$ cat config.mk
export PLATFORM = sky130hd
export DESIGN_NAME = pair_fetch
export DESIGN_NICKNAME = d
export VERILOG_FILES = /design/src/rtl/pairfetch_pkg.sv /design/src/rtl/pf_pc_reg.sv /design/src/rtl/pf_hold_buf.sv /design/src/rtl/pair_fetch.sv
export SDC_FILE = /design/constraint.sdc
export NUM_CORES = 1
export LEC_CHECK = 0
export BUFFER_PORTS_ARGS = -buffer_cell sky130_fd_sc_hd__buf_2
export CORE_MARGIN = 3
export CORE_UTILIZATION = 42
export CTS_CLUSTER_SIZE = 10
export DETAILED_ROUTE_END_ITERATION = 8
export GPL_ROUTABILITY_DRIVEN = 0
export GPL_TIMING_DRIVEN = 0
export PLACE_DENSITY = 0.67
export SKIP_LAST_GASP = 1
export SLEW_MARGIN = 20
export SYNTH_ARGS = -nofsm -noshare
export SYNTH_HDL_FRONTEND = slang
export SYNTH_SLANG_ARGS = --single-unit
$ cat constraint.sdc
create_clock -name clk -period 2 [get_ports clk]
set_input_delay 0.3 -clock clk [delete_from_list [all_inputs] [get_ports clk]]
set_output_delay 0.3 -clock clk [all_outputs]
set_load 0.005 [all_outputs]
$ cat src/rtl/pairfetch_pkg.sv
package pairfetch_pkg;

    localparam int OPC_W  = 8;
    localparam int FLD_W  = 12;
    localparam int INS_W  = OPC_W + FLD_W;
    localparam int WORD_W = 2 * INS_W;

    typedef struct packed {
        logic [OPC_W-1:0] opc;
        logic [FLD_W-1:0] fld;
    } instr_t;

    typedef enum logic [1:0] {
        ST_ISSUE   = 2'd0,
        ST_WAIT    = 2'd1,
        ST_SPLIT   = 2'd2,
        ST_PRESENT = 2'd3
    } fetch_st_e;

    // The upper half of a word runs first.
    function automatic instr_t first_half(input logic [WORD_W-1:0] w);
        return instr_t'(w[WORD_W-1:INS_W]);
    endfunction

    function automatic instr_t second_half(input logic [WORD_W-1:0] w);
        return instr_t'(w[INS_W-1:0]);
    endfunction

endpackage

$ cat src/rtl/pf_pc_reg.sv
module pf_pc_reg #(
    parameter int AW      = 12,
    parameter int N_WORDS = 1000
) (
    input  logic          clk,
    input  logic          rst,
    input  logic          step,
    input  logic          load,
    input  logic [AW-1:0] load_val,
    output logic [AW-1:0] pc,
    output logic          out_of_range
);
    localparam logic [AW-1:0] LAST_WORD = AW'(N_WORDS - 1);

    always_ff @(posedge clk) begin
        if (rst)       pc <= '0;
        else if (load) pc <= load_val;
        else if (step) pc <= pc + 1'b1;
    end

    assign out_of_range = (pc > LAST_WORD);

endmodule

$ cat src/rtl/pf_hold_buf.sv
module pf_hold_buf
    import pairfetch_pkg::*;
(
    input  logic   clk,
    input  logic   rst,
    input  logic   flush,
    input  logic   fill,
    input  instr_t fill_val,
    input  logic   drain,
    output logic   valid,
    output instr_t held
);
    always_ff @(posedge clk) begin
        if (rst) begin
            valid <= 1'b0;
            held  <= '0;
        end else if (flush) begin
            valid <= 1'b0;
        end else if (fill) begin
            valid <= 1'b1;
            held  <= fill_val;
        end else if (drain) begin
            valid <= 1'b0;
        end
    end

    // a new right half never overwrites one still pending
    a_r3_no_overwrite: assert property (@(posedge clk) disable iff (rst)
        fill |-> !valid);

    // a drain only happens with something held
    a_r3_drain_when_full: assert property (@(posedge clk) disable iff (rst)
        drain |-> valid);

endmodule

$ cat src/rtl/pair_fetch.sv
module pair_fetch
    import pairfetch_pkg::*;
#(
    parameter int AW      = FLD_W,
    parameter int N_WORDS = 1000
) (
    input  logic              clk,
    input  logic              rst,
    output logic              mem_rd_en,
    output logic [AW-1:0]     mem_addr,
    input  logic [WORD_W-1:0] mem_rdata,
    input  logic              redir_valid,
    input  logic [AW-1:0]     redir_target,
    output logic              out_valid,
    input  logic              out_ready,
    output logic [OPC_W-1:0]  out_opcode,
    output logic [FLD_W-1:0]  out_addr,
    output logic              addr_err
);
    fetch_st_e         state;
    logic [WORD_W-1:0] mbr;
    logic [OPC_W-1:0]  ir;
    logic [FLD_W-1:0]  mar;
    logic              ovalid;
    logic [AW-1:0]     pc;
    logic              pc_bad;
    logic              buf_valid;
    instr_t            buf_held;
    logic              buf_fill;
    logic              buf_drain;

    pf_pc_reg #(.AW(AW), .N_WORDS(N_WORDS)) u_pc (
        .clk          (clk),
        .rst          (rst),
        .step         (mem_rd_en),
        .load         (redir_valid),
        .load_val     (redir_target),
        .pc           (pc),
        .out_of_range (pc_bad)
    );

    pf_hold_buf u_buf (
        .clk      (clk),
        .rst      (rst),
        .flush    (redir_valid),
        .fill     (buf_fill),
        .fill_val (second_half(mbr)),
        .drain    (buf_drain),
        .valid    (buf_valid),
        .held     (buf_held)
    );

    assign mem_rd_en = !rst && (state == ST_ISSUE) && !buf_valid && !pc_bad && !redir_valid;
    assign mem_addr  = pc;
    assign buf_fill  = (state == ST_SPLIT) && !redir_valid;
    assign buf_drain = (state == ST_ISSUE) && buf_valid && !redir_valid;

    always_ff @(posedge clk) begin
        if (rst) begin
            state  <= ST_ISSUE;
            ovalid <= 1'b0;
            ir     <= '0;
            mar    <= '0;
            mbr    <= '0;
        end else if (redir_valid) begin
            state  <= ST_ISSUE;
            ovalid <= 1'b0;
        end else begin
            unique case (state)
                ST_ISSUE: begin
                    if (buf_valid) begin
                        ir     <= buf_held.opc;
                        mar    <= buf_held.fld;
                        ovalid <= 1'b1;
                        state  <= ST_PRESENT;
                    end else if (mem_rd_en) begin
                        state  <= ST_WAIT;
                    end
                end
                ST_WAIT: begin
                    mbr   <= mem_rdata;
                    state <= ST_SPLIT;
                end
                ST_SPLIT: begin
                    ir     <= first_half(mbr).opc;
                    mar    <= first_half(mbr).fld;
                    ovalid <= 1'b1;
                    state  <= ST_PRESENT;
                end
                ST_PRESENT: begin
                    if (out_ready) begin
                        ovalid <= 1'b0;
                        state  <= ST_ISSUE;
                    end
                end
                default: state <= ST_ISSUE;
            endcase
        end
    end

    assign out_valid  = ovalid;
    assign out_opcode = ir;
    assign out_addr   = mar;
    assign addr_err   = pc_bad;

    // an offered instruction is held until accepted
    a_r5_hold_stable: assert property (@(posedge clk) disable iff (rst)
        out_valid && !out_ready && !redir_valid |=>
            out_valid && $stable(out_opcode) && $stable(out_addr));

    // no read while an instruction waits
    a_r5_no_read_while_offered: assert property (@(posedge clk) disable iff (rst)
        out_valid |-> !mem_rd_en);

    // a held half blocks memory access
    a_r3_buf_blocks_read: assert property (@(posedge clk) disable iff (rst)
        buf_valid |-> !mem_rd_en);

    // each read advances the word address by one
    a_r4_pc_advance: assert property (@(posedge clk) disable iff (rst)
        mem_rd_en && !redir_valid |=> mem_addr == $past(mem_addr) + 1'b1);

    // redirect loads the target and drops the offer
    a_r6_redirect: assert property (@(posedge clk) disable iff (rst)
        redir_valid |=> (mem_addr == $past(redir_target)) && !out_valid);

    // no read while out of range
    a_r7_no_read_in_err: assert property (@(posedge clk) disable iff (rst)
        addr_err |-> !mem_rd_en);

    // one read in flight at most
    a_r8_single_read: assert property (@(posedge clk) disable iff (rst)
        mem_rd_en |=> !mem_rd_en);

endmodule

==> results of run 1 <==
==> timing repair <==
action,4_1_cts,5_1_grt
setup buffers,4,2
pin swaps,0,1
gates resized for setup,7,11
hold buffers,0,0
endpoints found under the setup margin,24,29
endpoints found under the hold margin,0,0
==> cell usage after synthesis, types with 2 or more instances <==
cell type	instances
nand2_1	125
nor2b_1	3
or4_1	3
o21ai_0	2
or3_1	3
clkbuf_1	24
nor2_1	37
dfxtp_1	96
a21oi_1	65
mux2i_1	25
nand3_1	2
o31ai_1	3
a311oi_1	5
and3_1	2
ha_1	7
inv_1	6
a211oi_1	26
and4_1	2
o21ai_1	2
buf_1	5
==> registers in the layout (all words and copies together), names as in the netlist <==
name	flops
mbr	40
out_addr	12
out_opcode	8
out_valid	1
state	2
u_buf.held	20
u_buf.valid	1
u_pc.pc	12
==> layer usage <==
| layer | share of wire | vias to the layer above | track usage |
|---|---|---|---|
| li1 | - | 1793 | - |
| met1 | 0.47 | 1568 | 0.251 |
| met2 | 0.46 | 80 | 0.311 |
| met3 | 0.055 | 14 | 0.0451 |
| met4 | 0.014 | 0 | 0.0626 |
| met5 | 0 | - | 0 |
==> worst max-delay path, cell delays in order (launching register included) <==
cell	delay (ns)
dfxtp_1	0.34
inv_2	0.11
ha_4	0.16
nor4b_4	0.26
o21ai_4	0.14
nor2_1	0.10
buf_2	0.11
==> cell families after synthesis <==
logic type / after synthesis
xor gates and xnor gates: 2
AOI/OAI and AO/OA: 110
buffers and inverters: 39
DFF: 96
and+or+nand+nor: 184
muxes: 25
adders and majority gates: 7
==> cell type report <==
type,instances,area (sq um)
clock inverter,6,45.0
buffer,31,144
inverter,8,30.0
tap,108,135
fill,888,4110
sequential,96,1920
multi-input combinational,328,1830
timing repair buffer,96,495
clock buffer,10,128
==> worst paths after layout <==
| check | slack (ns) | to | startpoint |
|---|---|---|---|
| worst max-delay path | 0.11 | mem_rd_en | state[1] |
| worst min-delay path | 0.16 | mbr[33] | mem_rdata[33] |
| worst max register to register | 0.11 | u_pc.pc[8] | state[1] |
| worst min register to register | 0.46 | u_buf.held[17] | u_buf.held[17] |
==> per-stage QoR <==
stage / utilization / hold slack (ns) / instances / TNS, ns / cell area [sq um]
after detailed placement: 0.506 / 0.445 / 661 / -1.34 / 4480
after global routing: 0.535 / 0.141 / 683 / 0 / 4730
after global placement: 0.506 / 0.440 / 661 / -0.420 / 4480
final: 0.535 / 0.163 / 683 / 0 / 4730
after CTS: 0.530 / 0.149 / 681 / -0.0195 / 4690
after floorplan: - / 0.432 / 463 / 0 / 3890
==> report_power, final <==
part	total, mW	leakage, nW	switching, mW	internal, mW
Combinational	0.412	0.951	0.228	0.183
Clock	1.14	0.0789	0.688	0.457
Sequential	2.02	0.779	0.0494	1.97
Total	3.58	1.81	0.966	2.61
==> results_dict.tcl, run 1 <==
set metrics [dict create \
    status "complete, no violations" \
    num_rows 34 \
    fin_crit_ns 1.89 \
    core_area_sq_um 8850 \
    muxShareOfSynthArea 0.0643 \
    worst_slack_ns 0.111 \
    hold_viol_final 0 \
    period_share 0.945 \
    whs_path_depth 3 \
    ys_seq_area_frac 0.494 \
    vias_per_cell 5.06 \
    setup_viol 0 \
    yosys_warnings 0 \
    synth.distinct_cells 40 \
    yosys.area.top_type "dfxtp_1" \
    portBuffers 90 \
    drc 0 \
    hold_class "in2reg" \
    syn_inst 463 \
    dieArea_sq_um 10500 \
    synth_edf_count 0 \
    fmax_ghz 0.529 \
    dieHeight_um 102 \
    required_ns 1.70 \
    htree_levels 3 \
    synth_top_area_share 0.494 \
    routed_wl_mm 9.77 \
    synth_simple_gate_area_frac 0.199 \
    synth_adder_area_share 0.0225 \
    r2r_cells 6 \
    grt_max_degree 17 \
    critPathCaptureType "output pin" \
    cts_buffers 9 \
    netlist_area_sq_um 3890 \
    cp-start-kind "flop" \
    synth-compound-area-share 0.173 \
    cts.sinks 96 \
    layout_commonest_cell "nand2_1" \
    nets 633 \
    place_hpwl_mm 7.18 \
    pwr_density_cell_nw_per_um2 755 \
    dr.first_iter.drc_count 121 \
    path_max_fanout 6 \
    worstPathArrival_ns 1.59 \
    synth_top_family_by_area "simple AND/OR/NAND/NOR gates" \
    worst_pin_slew_ns 0.585 \
    maxCapViolations 0 \
    ios 91 \
    grt_pass1_wl_mm 15.5 \
    peakVddDrop_mv 0.365 \
    overflow 0 \
    mostFrequentLayoutCells "nand2_1 (125), dfxtp_1 (95), buf_2 (92)" \
    syn_area_per_cell_sq_um 8.40 \
    cts.clk_slew.worst_paths_ns 0.10 \
    ant_nets 0 \
    area_growth_pct 21.7 \
    grt_pass1_vias 3231 \
    synth_fp_nets 526 \
    initial_utilization 0.440 \
    vias 3455 \
    dr.pass1.iters 4 \
    antenna_found_initial 0 \
    clockBufferDepth 2 \
    synth_top_cells_by_area "dfxtp_1 (49%), nand2_1 (12%), a21oi_1 (8.4%)" \
    synth-async-reset-ratio 0 \
    leakage_nw 1.81 \
    rsz0062_at_grt "false" \
    wl_per_cell_um 14.3 \
    cts_tree "done" \
    critical_path_class "reg2out" \
    relSlewSlack 0.610 \
    diodes 0 \
    synthFlopType "dfxtp_1" \
    grt_usage 0.191 \
    synth-seq-cells 96 \
    finalPower_mw 3.58 \
    layout-drive-gt1-share 0.228 \
    fin_worst_skew_ns 0.00847 \
    place_ws_ns -0.135 \
    synthXorXnorAreaFrac 0.00450 \
    dieWidth_um 102 \
    clock_latency_ns 0.36 \
    timing.final.max_slew_violations 0 \
    cts_root_buf "clkbuf_8" \
]
No activity file was read; power rests on OpenSTA's default activity.
==> run 2, diff against run 1 <==
--- a/config.mk
+++ b/config.mk
@@ -5,6 +5,7 @@
 export SDC_FILE = /design/constraint.sdc
 export NUM_CORES = 1
 export LEC_CHECK = 0
+export ABC_AREA = 1
 export BUFFER_PORTS_ARGS = -buffer_cell sky130_fd_sc_hd__buf_2
 export CORE_MARGIN = 3
 export CORE_UTILIZATION = 42
==> run 2 against run 1 <==
Worst hold slack better by 0.0069 ns. Flip-flop and latch count stayed put. Clock power is 9.6% higher. Global-route usage is 0.17 points higher. Final cell count is 9.4% higher. Setup slack worse by 0.0059 ns. Die area hardly changed. Total power is 10% higher. First-iteration DRC count is 47% higher. Area after synthesis hardly changed. Final area is 0.95% lower. Non-clock buffer count is 3 lower. Largest power group unchanged.
==> results_dict.tcl, run 2 <==
set metrics [dict create \
    antenna_found_initial 0 \
    hold_ws_ns 0.169 \
    grt_pass1_vias 3369 \
    mostFrequentLayoutCells "nor2_1 (141), buf_2 (93), dfxtp_1 (93)" \
    syn_inst 532 \
    cts_tree "done" \
    cts.clk_slew.worst_paths_ns 0.11 \
    synth_adder_area_share 0.0225 \
    rr_startpoint "state[0]" \
    dr.first_iter.drc_count 178 \
    rsz0062_at_grt "false" \
    stdcell_area_sq_um 4690 \
    clock_power_share 0.317 \
    reg_top3 "mbr: 40 flops, u_buf.held: 20 flops" \
    syn_area_per_cell_sq_um 7.31 \
    initial_utilization 0.439 \
    core_area_sq_um 8850 \
    synth_top_family_by_area "simple AND/OR/NAND/NOR gates" \
    ios 91 \
    dieWidth_um 102 \
    status "complete, no violations" \
    critPathCaptureType "output pin" \
    nets 697 \
    dr.pass1.iters 5 \
    sw_frac_of_total 0.298 \
    crit_path_max_incr_delay_ns 0.47 \
    netlist_area_sq_um 3890 \
    routed_wl_mm 9.90 \
    synth_top_cells_by_area "dfxtp_1 (49%), nor2_1 (14%), o21ai_0 (8.9%)" \
    required_ns 1.70 \
    peakVddDrop_mv 0.388 \
    cts_root_buf "clkbuf_8" \
    setup_viol 0 \
    cp-start-kind "flop" \
    vias_per_cell 4.96 \
    power.switching_mw 1.18 \
    synth.distinct_cells 24 \
    yosys_warnings 0 \
    area_growth_pct 20.6 \
    met2_usage 0.323 \
    fmax_ghz 0.528 \
    maxCapViolations 0 \
    netlist_top_cells_count "nor2_1 (142), dfxtp_1 (96), nand2_1 (84)" \
    grt_pass1_wl_mm 15.8 \
    dpl_cell_area_sq_um 4470 \
    layout-drive-gt1-share 0.199 \
    layout_commonest_cell "nor2_1" \
    fin_crit_ns 1.89 \
    hold_class "in2reg" \
    cts.sinks 96 \
    regMostFlops "mbr" \
    fill_cells 877 \
    hold_viol_final 0 \
    cp_cell_sequence "nand2_1 -> nor2_1 -> a21oi_2 -> nand4_1 -> inv_1 -> buf_2" \
    relSlewSlack 0.669 \
    cts_buffers 9 \
    grt_max_degree 20 \
    portBuffers 90 \
    synthFlopType "dfxtp_1" \
    synth-seq-cells 96 \
    worstPathArrival_ns 1.59 \
    muxShareOfSynthArea 0 \
    critical_path_class "reg2out" \
    synth_fp_nets 595 \
    vias 3705 \
    seqPwrFrac 0.541 \
    synthXorXnorAreaFrac 0.0113 \
    overflow 0 \
    startpoint "u_pc.pc[7]" \
    yosys.area.top_type "dfxtp_1" \
    timing.final.max_slew_violations 0 \
    clock_latency_ns 0.37 \
    final_core_util 0.530 \
    largest_reg_flops 40 \
    setup_tns_ns 0 \
    htree_levels 3 \
    grt_usage 0.193 \
    p_int_mw 2.77 \
    synth-compound-area-share 0.172 \
    synthMostInstantiatedCell "nor2_1" \
    wl_per_cell_um 13.2 \
    leakage_nw 2.07 \
    ys_seq_area_frac 0.494 \
    ant_nets 0 \
    synth_edf_count 0 \
    synth-async-reset-ratio 0 \
    dieArea_sq_um 10500 \
    place_hpwl_mm 7.41 \
    grt_util_met3 0.0362 \
    synth_top_area_share 0.494 \
    worst_pin_slew_ns 0.497 \
    crit_slowest_cell "dfxtp_1" \
    synth_simple_gate_area_frac 0.244 \
    dieHeight_um 102 \
    diodes 0 \
    drc 0 \
    num_rows 34 \
    path_max_fanout 8 \
    pwr_density_cell_nw_per_um2 841 \
    grt_use_met1 0.251 \
    worstHoldStart "mem_rdata[39]" \
    grt_most_used_layer "met2" \
    clockBufferDepth 2 \
    fin_worst_skew_ns 0.0120 \
    pwr-share-comb 0.142 \
    period_share 0.947 \
]
-- run 2: critical path: cells and delay by family (launching register included) --
family / cells / cell delay, ns
buffers and inverters: 2 / 0.21
AND/OR/NAND/NOR: 3 / 0.45
flip-flops: 1 / 0.47
AO/OA/AOI/OAI: 1 / 0.10
-- run 2: power groups by stage --
stage / registers (mW) / logic (mW) / clock network (mW)
after floorplan: 2.15 / 0.342 / 0
final: 2.13 / 0.561 / 1.25
after detailed placement: 2.17 / 0.556 / 0
after CTS: 2.13 / 0.562 / 1.28
after global placement: 2.17 / 0.546 / 0
after global routing: 2.15 / 0.645 / 1.36
-- run 2: area by class of cell --
class                      count  area (sq um)  area share
multi-input combinational    383          1750       0.374
buffer                        33           143      0.0304
sequential                    96          1930       0.411
clock buffer                   9           124      0.0264
timing repair buffer          91           458      0.0977
clock inverter                 7          75.1      0.0160
tap                          108           135      0.0288
inverter                      20          75.1      0.0160
-- run 2: kinds of logic after synthesis --
kind of cell               count (synthesis)
AOI/OAI and AO/OA                        126
xor gates and xnor gates                   5
adders and majority gates                  7
buffers and inverters                     53
DFF                                       96
and+or+nand+nor                          245
-- run 2: timing repair --
item	CTS	global route
hold endpoints to repair	0	0
endpoints found under the setup margin	1	1
pin swaps	1	0
setup buffers	1	0
hold buffers	0	0
gates resized for setup	0	7
-- run 2: per-layer routing --
metal | part of all wire | routed length (um) | vias to the layer above
li1 | - | - | 1939
met1 | 0.46 | 4540 | 1656
met2 | 0.47 | 4690 | 99
met3 | 0.052 | 514 | 11
met4 | 0.015 | 149 | 0
met5 | 0 | 0 | -
-- run 2: through the flow --
stage                     power (mW)  worst slack, ns  instances
after global placement          2.71            0.253        730
after floorplan                 2.50            0.548        532
after CTS                       3.97           0.0352        747
final                           3.94            0.105        747
after global routing            4.15          0.00796        747
after detailed placement        2.73            0.214        730
-- run 2: worst paths after layout --
path	to	slack, ns	cells after the start
max reg2reg	out_opcode[0]	0.25	9
max	mem_rd_en	0.11	6
min	mbr[39]	0.17	3
min reg2reg	out_opcode[2]	0.48	2
==> run 3, diff against run 2 <==
--- a/config.mk
+++ b/config.mk
@@ -8,12 +8,12 @@
 export ABC_AREA = 1
 export BUFFER_PORTS_ARGS = -buffer_cell sky130_fd_sc_hd__buf_2
 export CORE_MARGIN = 3
-export CORE_UTILIZATION = 42
+export CORE_UTILIZATION = 40
 export CTS_CLUSTER_SIZE = 10
 export DETAILED_ROUTE_END_ITERATION = 8
 export GPL_ROUTABILITY_DRIVEN = 0
 export GPL_TIMING_DRIVEN = 0
-export PLACE_DENSITY = 0.67
+export RECOVER_POWER = 50
 export SKIP_LAST_GASP = 1
 export SLEW_MARGIN = 20
 export SYNTH_ARGS = -nofsm -noshare
==> run 3 against run 2 <==
Maximum frequency rose by 1.0%. Via count shrank 0.22%. Register-to-register slack lost 0.05 ns. Routed wire length fell by 0.11%. Sequential power is essentially flat. Combinational power shrank 2%. Flip-flop and latch count unchanged. Setup slack better by 0.019 ns. Worst hold slack improved by 0.020 ns. Critical path depth rose by 1. Die area is 4.7% higher. Critical path type unchanged.
==> results_dict.tcl, run 3 (synthesis gave the netlist of run 2 again) <==
set metrics [dict create \
    reg_top3 "mbr: 40 flops, u_buf.held: 20 flops" \
    maxCapViolations 0 \
    dr.first_iter.drc_count 146 \
    grt_pass1_vias 3402 \
    critPathTopFamily "flip-flops" \
    required_ns 1.70 \
    dieWidth_um 105 \
    vias 3697 \
    clock_latency_ns 0.35 \
    cp-start-kind "flop" \
    hold_class "in2reg" \
    largest_reg_flops 40 \
    cp_common_cell "inv_1" \
    worst_pin_slew_ns 0.512 \
    diodes 0 \
    routed_wl_mm 9.89 \
    clockBufferDepth 2 \
    worstHoldStart "mem_rdata[38]" \
    nets 698 \
    holdPathEnd "mbr[38]" \
    regMostFlops "mbr" \
    initial_utilization 0.417 \
    num_rows 35 \
    fin_worst_skew_ns 0.0100 \
    wl_per_cell_um 12.9 \
    grt_usage 0.180 \
    status "complete, no violations" \
    dieHeight_um 105 \
    antenna_found_initial 0 \
    grt_max_degree 18 \
    fmax_ghz 0.533 \
    mostFrequentLayoutCells "nor2_1 (141), dfxtp_1 (95), nand2_1 (84)" \
    peakVddDrop_mv 0.375 \
    critical_path_class "reg2out" \
    dr.pass1.iters 5 \
    layout_commonest_cell "nor2_1" \
    rr_startpoint "state[0]" \
    timing.final.max_slew_violations 0 \
    cts.clk_slew.worst_paths_ns 0.10 \
    period_share 0.938 \
    crit_path_max_incr_delay_ns 0.36 \
    portBuffers 90 \
    place_hpwl_mm 7.48 \
    leakage_nw 2.01 \
    r2r_slack_ns 0.20 \
    crit_slowest_cell "dfxtp_2" \
    setup_tns_ns 0 \
    vias_per_cell 4.81 \
    drc 0 \
    htree_levels 3 \
    grt_pass1_wl_mm 16.3 \
    final_core_util 0.504 \
    rsz0062_at_grt "false" \
    critPathCaptureType "output pin" \
    r2r-end "out_opcode[2]" \
    path_max_fanout 5 \
    cts_root_buf "clkbuf_8" \
    setup_viol 0 \
    area_growth_pct 20.8 \
    cp_cell_sequence "inv_1 -> ha_1 -> nand2_1 -> nor2_2 -> nand4_1 -> inv_1 -> buf_2" \
    cts_buffers 9 \
    hold_viol_final 0 \
    ios 91 \
    cts_tree "done" \
    cts.sinks 96 \
    whs_path_depth 3 \
    cts_hold_buf 0 \
    relSlewSlack 0.659 \
    r2r_cells 9 \
    fin_crit_ns 1.88 \
    dieArea_sq_um 10900 \
    cp_num_buf_inv 3 \
    pwr_density_cell_nw_per_um2 848 \
    core_area_sq_um 9330 \
    overflow 0 \
    worstPathArrival_ns 1.58 \
    ant_nets 0 \
    layout-drive-gt1-share 0.166 \
]
[run 3: through the flow]
stage	total power, mW	instances	setup slack, ns	hold WS (ns)	area [sq um]
after floorplan	2.50	532	0.548	0.440	3890
after global placement	2.72	751	0.266	0.465	4500
after detailed placement	2.73	751	0.195	0.469	4500
after CTS	4.02	768	0.0594	0.182	4710
after global routing	4.20	769	0.00698	0.188	4700
final	3.98	769	0.124	0.190	4700
[run 3: area by class of cell]
| type | count | area [sq um] |
|---|---|---|
| Timing Repair Buffer | 92 | 448 |
| Multi-Input combinational cell | 383 | 1750 |
| Fill cell | 1017 | 4630 |
| Tap cell | 129 | 161 |
| Buffer | 33 | 135 |
| Sequential cell | 96 | 1920 |
| Clock buffer | 10 | 128 |
| Clock inverter | 6 | 75.1 |
| Inverter | 20 | 75.1 |
[run 3: metal layers]
metal | routed length, um | vias to the layer above | global-route usage
li1 | - | 1936 | -
met1 | 4630 | 1650 | 0.238
met2 | 4520 | 96 | 0.296
met3 | 534 | 15 | 0.0377
met4 | 201 | 0 | 0.0553
met5 | 0 | - | 0
[run 3: tightest hold or removal path, delay by kind of cell]
family	cells	cell delay, ns
buf+inv	1	0.07
simple gates	1	0.07
compound gates	1	0.07
[run 3: power by group]
group	switching (mW)	internal (mW)
combinational	0.324	0.226
sequential	0.0919	2.04
clock	0.706	0.599
total	1.12	2.86
[run 3: how the worst max path moves through the flow]
stage | start | to | cells past startpoint
floorplan | state[0] | out_addr[0] | 9
global placement | state[0] | out_addr[3] | 9
detailed placement | state[0] | out_opcode[2] | 9
CTS | state[0] | mem_rd_en | 7
global route | u_pc.pc[7] | mem_rd_en | 6
finish | state[0] | mem_rd_en | 7
[run 3: what timing repair did]
item,in CTS,in global routing
resized for setup,0,3
buffers inserted,1,1
pin swaps,1,0
cloned,0,0
endpoints found under the setup margin,1,1
